===== src/rtl/cond_pkg.sv =====
package cond_pkg;
    localparam int unsigned CODE_W = 4;
    localparam int unsigned FLAG_W = 4;

    // Flag bit positions within the flag vector
    localparam int unsigned FN = 3;
    localparam int unsigned FZ = 2;
    localparam int unsigned FC = 1;
    localparam int unsigned FV = 0;

    // Predicate codes, grouped in pairs: the odd code of a pair is the inverse
    typedef enum logic [CODE_W-1:0] {
        P_ZSET  = 4'h0, P_ZCLR  = 4'h1,
        P_CSET  = 4'h2, P_CCLR  = 4'h3,
        P_NSET  = 4'h4, P_NCLR  = 4'h5,
        P_VSET  = 4'h6, P_VCLR  = 4'h7,
        P_UHI   = 4'h8, P_ULS   = 4'h9,
        P_SGE   = 4'hA, P_SLT   = 4'hB,
        P_SGT   = 4'hC, P_SLE   = 4'hD,
        P_ALW   = 4'hE, P_NEVER = 4'hF
    } pred_e;

    typedef struct packed {
        logic [FLAG_W-1:0] nzcv;
    } flag_state_t;
endpackage


===== src/rtl/cond_eval.sv =====
module cond_eval
    import cond_pkg::*;
(
    input  logic [CODE_W-1:0] code,
    input  logic [FLAG_W-1:0] nzcv,
    output logic              pass
);
    logic n, z, c, v;
    logic base;
    logic invert;

    assign n = nzcv[FN];
    assign z = nzcv[FZ];
    assign c = nzcv[FC];
    assign v = nzcv[FV];

    // The even code of each pair is tested directly; bit 0 inverts it
    always_comb begin
        unique case (code[CODE_W-1:1])
            3'd0: base = z;
            3'd1: base = c;
            3'd2: base = n;
            3'd3: base = v;
            3'd4: base = c & ~z;
            3'd5: base = ~(n ^ v);
            3'd6: base = ~z & ~(n ^ v);
            default: base = 1'b1;
        endcase
        invert = code[0];
        pass   = base ^ invert;
    end

    always_comb begin
        a_r2_always: assert (!(code == P_ALW) || pass);
        a_r2_never:  assert (!(code == P_NEVER) || !pass);
        a_r3_eq:     assert (!(code == P_ZSET) || (pass == z));
    end
endmodule


===== src/rtl/flag_store.sv =====
module flag_store
    import cond_pkg::*;
(
    input  logic              clk,
    input  logic              rst_n,
    input  logic              wr_en,
    input  logic [FLAG_W-1:0] wr_val,
    output logic [FLAG_W-1:0] cur
);
    flag_state_t st_d, st_q;

    always_comb begin
        st_d = st_q;
        if (wr_en) begin
            st_d.nzcv = wr_val;
        end
    end

    always_ff @(posedge clk or negedge rst_n) begin
        if (!rst_n) begin
            st_q <= '0;
        end else begin
            st_q <= st_d;
        end
    end

    assign cur = st_q.nzcv;

    a_r7_load: assert property (@(posedge clk) disable iff (!rst_n)
        wr_en |=> (cur == $past(wr_val)));
    a_r8_hold: assert property (@(posedge clk) disable iff (!rst_n)
        !wr_en |=> $stable(cur));
endmodule


===== src/rtl/cond_unit.sv =====
module cond_unit
    import cond_pkg::*;
(
    input  logic              clk,
    input  logic              rst_n,
    input  logic              issue_valid,
    input  logic [CODE_W-1:0] cond_field,
    input  logic              set_flags,
    input  logic              is_compare,
    input  logic [FLAG_W-1:0] alu_flags,
    output logic              exec_en,
    output logic              result_we,
    output logic [FLAG_W-1:0] flags
);
    logic pass_w;
    logic fwr_w;

    cond_eval u_eval (
        .code (cond_field),
        .nzcv (flags),
        .pass (pass_w)
    );

    always_comb begin
        exec_en   = issue_valid & pass_w;
        result_we = exec_en & ~is_compare;
        fwr_w     = exec_en & (set_flags | is_compare);
    end

    flag_store u_flags (
        .clk    (clk),
        .rst_n  (rst_n),
        .wr_en  (fwr_w),
        .wr_val (alu_flags),
        .cur    (flags)
    );

    a_r10_idle: assert property (@(posedge clk) disable iff (!rst_n)
        !issue_valid |-> (!exec_en && !result_we));
    a_r10_idle_hold: assert property (@(posedge clk) disable iff (!rst_n)
        !issue_valid |=> $stable(flags));
    a_r9_cmp_nowrite: assert property (@(posedge clk) disable iff (!rst_n)
        is_compare |-> !result_we);
    a_r8_fail_hold: assert property (@(posedge clk) disable iff (!rst_n)
        (issue_valid && !exec_en) |=> $stable(flags));
    a_r7_plain_hold: assert property (@(posedge clk) disable iff (!rst_n)
        (exec_en && !set_flags && !is_compare) |=> $stable(flags));
endmodule


===== config.mk =====
export PLATFORM = sky130hd
export DESIGN_NAME = cond_unit
export DESIGN_NICKNAME = d
export VERILOG_FILES = /design/src/rtl/cond_pkg.sv /design/src/rtl/cond_eval.sv /design/src/rtl/flag_store.sv /design/src/rtl/cond_unit.sv
export SDC_FILE = /design/constraint.sdc
export NUM_CORES = 1
export LEC_CHECK = 0
export BUFFER_PORTS_ARGS = -buffer_cell sky130_fd_sc_hd__buf_2
export CAP_MARGIN = 40
export CORE_AREA = 2 2 39 41
export CTS_CLUSTER_DIAMETER = 40
export CTS_CLUSTER_SIZE = 28
export DETAILED_ROUTE_END_ITERATION = 8
export DIE_AREA = 0 0 41 43
export HOLD_SLACK_MARGIN = 0.1
export PLACE_DENSITY = 0.56
export RECOVER_POWER = 50
export SKIP_CTS_REPAIR_TIMING = 1
export SLEW_MARGIN = 5
export SYNTH_ARGS = -nofsm -noshare
export SYNTH_HDL_FRONTEND = slang
export SYNTH_HIERARCHICAL = 1
export SYNTH_SLANG_ARGS = --single-unit
export TNS_END_PERCENT = 100

===== constraint.sdc =====
create_clock -name clk -period 2.8 [get_ports clk]
set_input_delay 0.14 -clock clk [delete_from_list [all_inputs] [get_ports clk]]
set_output_delay 0.14 -clock clk [all_outputs]
set_load 0.02 [all_outputs]

==> impl_metrics.toml <==
[synthesis]
ys_dominant_reg_cell = "dfrtp_1"
synth-seq-cells = 4
syn_avg_cell_area_um2 = 12.33
netlist_top_cells_count = "dfrtp_1 (4), mux2_2 (4), xnor2_1 (2)"
synthesis.area_um2 = 259.0
yosys_warnings = 6
synth.largest_area_cell = "dfrtp_1"
ys_async_sr_fraction_pct = 100.0
synth.distinct_cells = 14
synth_area_leaders = "dfrtp_1 (39%), mux2_2 (17%), mux4_2 (8.7%)"
syn_nets = 34
seq_area_frac_synth_pct = 38.65
synth_top_area_share_pct = 38.65
synth_edf_count = 0
netlist_instances = 21

[grt]
grt_pass1_vias = 209
grt_start_max_net_pins = 6
grt_pass1_wl_um = 876
overflow = 0
gr-usage-all-layers_pct = 8.182
antenna_found_initial = 0

[timing]
period_minus_slack_ns = 2.022
finalSetupViolCount = 0
rsz0062_at_grt = "no"
maxSlewViolCount = 0
setup_ws_ns = 0.7776
tns_ns = 0
hold_violations = 0
tightestPinTransition_ns = 0.3210
relSlewSlack_pct = 78.33
max_freq_mhz = 494.5
skew_ns = 0.003064
finalCritPeriodShare_pct = 72.23

[critical_path]
endpoint_kind = "flip-flop"
path_max_fanout = 4
critPathRequiredTime_ns = 2.91
rr_worst_depth = 6
worst_setup_path_start_kind = "flip-flop"
arrival_ns = 2.13
crit_type = "flip-flop to flip-flop"

[placement]
gp_congestion = 0.6130
port-buffer-count = 18
dp_slack_ns = 0.7675

[clocking]
clockRootBuffer = "clkbuf_4"
worstSkewPairLatency_ns = 0.23
cts_buffer_depth = 2
numClockSinks = 4
cts_tree = "done"
numCtsBuffers = 3
cts-htree-levels = 1
clk_pin_slew_ns = 0.04

[routing]
routedWlPerCell_um = 10.20
wl_um = 602
drc_errors = 0
drt_iter0_drc = 4
drtAntennaViolNets = 0
via_per_inst = 4.390
via_count = 259
drtPass1Iterations = 4

[layout]
drive_gt1_share_pct = 53.49
areaGrowthSynthToFinish_pct = 53.14
diodes = 0
largest_register_ffs = 4
fillCellCount = 151
finalNetCount = 58

[die]
die_area_um2 = 1763
fp.coreArea_um2 = 1384
initial_core_util_pct = 18.72
die_h_um = 43
pin_count = 19
die_w_um = 41
rows = 14

[power]
power.density_nw_per_um2 = 993.6
p_leak_nw = 0.1883
ir_drop_uv = 390.9

[run_status]
status = "completed"

[run]
cap_violations = 0

[min_path]
min_delay_path_depth = 2
hold_class = "input pin to flip-flop"
## layout by cell type, fill, tap and decap left out
cell type and n:
nand2b_1 1, and3b_1 1, xnor2_1 2, o211a_1 1
mux2_2 4, nor2b_1 1, nor3b_1 1, inv_1 1
nor3_1 1, mux4_2 1, clkbuf_1 4, clkbuf_4 3
buf_2 14, dlygate4sd3_1 1, dfrtp_1 4, and2_1 1
o32a_2 1, o311ai_0 1
## report_power, final
part | internal (mW) | switching [mW] | leakage, nW
combinational | 0.0995 | 0.102 | 0.127
sequential | 0.0881 | 0.0351 | 0.0471
clock | 0.0478 | 0.0215 | 0.0138
total | 0.235 | 0.159 | 0.188
## routing by layer
metal  vias up  track usage, %  part of all wire, %
met5         -               0                    0
met4         0           8.000                  2.8
met3         2           3.665                   15
met2        21           8.750                   35
met1       111           11.15                   47
li1        125               -                    -
## metrics by stage
step | hold slack [ns] | total power [mW] | util, % | instance area (um^2) | cells
2_1_floorplan | -0.1556 | 0.2654 | - | 259.0 | 21
3_3_place_gp | -0.04934 | 0.3315 | 26.67 | 369.1 | 55
3_5_place_dp | -0.05379 | 0.3338 | 26.67 | 369.1 | 55
4_1_cts | -0.3053 | 0.4077 | 28.30 | 391.6 | 58
5_1_grt | 0.1385 | 0.4311 | 28.66 | 396.6 | 59
6_report | 0.1435 | 0.3941 | 28.66 | 396.6 | 59
## worst paths after layout
path	slack, ns	to	from
setup / recovery	0.78	u_flags/cur[2]	u_flags/cur[3]
setup reg to reg	0.78	u_flags/cur[2]	u_flags/cur[3]
min in group asynchronous	0.26	u_flags/cur[3]	rst_n
hold / removal	0.14	u_flags/cur[0]	alu_flags[0]
max in group asynchronous	2.36	u_flags/cur[1]	rst_n
hold reg to reg	0.58	u_flags/cur[0]	u_flags/cur[0]
## worst max-delay path: stages (launching register included)
cell and delay, ns:
dfrtp_1 0.40, xnor2_1 0.22, nor3_1 0.08, o32a_2 0.39, xnor2_1 0.19, o211a_1 0.27
mux2_2 0.35
## cell type report
| cell class | instances | area, um^2 | share of cell area, % |
|---|---|---|---|
| timing repair buffer | 19 | 95.09 | 23.97 |
| inverter | 1 | 3.754 | 0.9464 |
| sequential | 4 | 100.1 | 25.24 |
| tap | 16 | 20.02 | 5.047 |
| multi-input combinational | 16 | 155.1 | 39.12 |
| clock buffer | 3 | 22.52 | 5.678 |
## cell families after synthesis
kind of cell / Yosys count / share of synthesized area (%)
multiplexers: 5 / 26.09
AND/OR/NAND/NOR: 6 / 15.46
buffers and inverters: 1 / 1.448
AO/OA/AOI/OAI: 3 / 11.59
XOR/XNOR: 2 / 6.765
flip-flops: 4 / 38.65
Note: power is estimated with default switching activity, not from simulation.
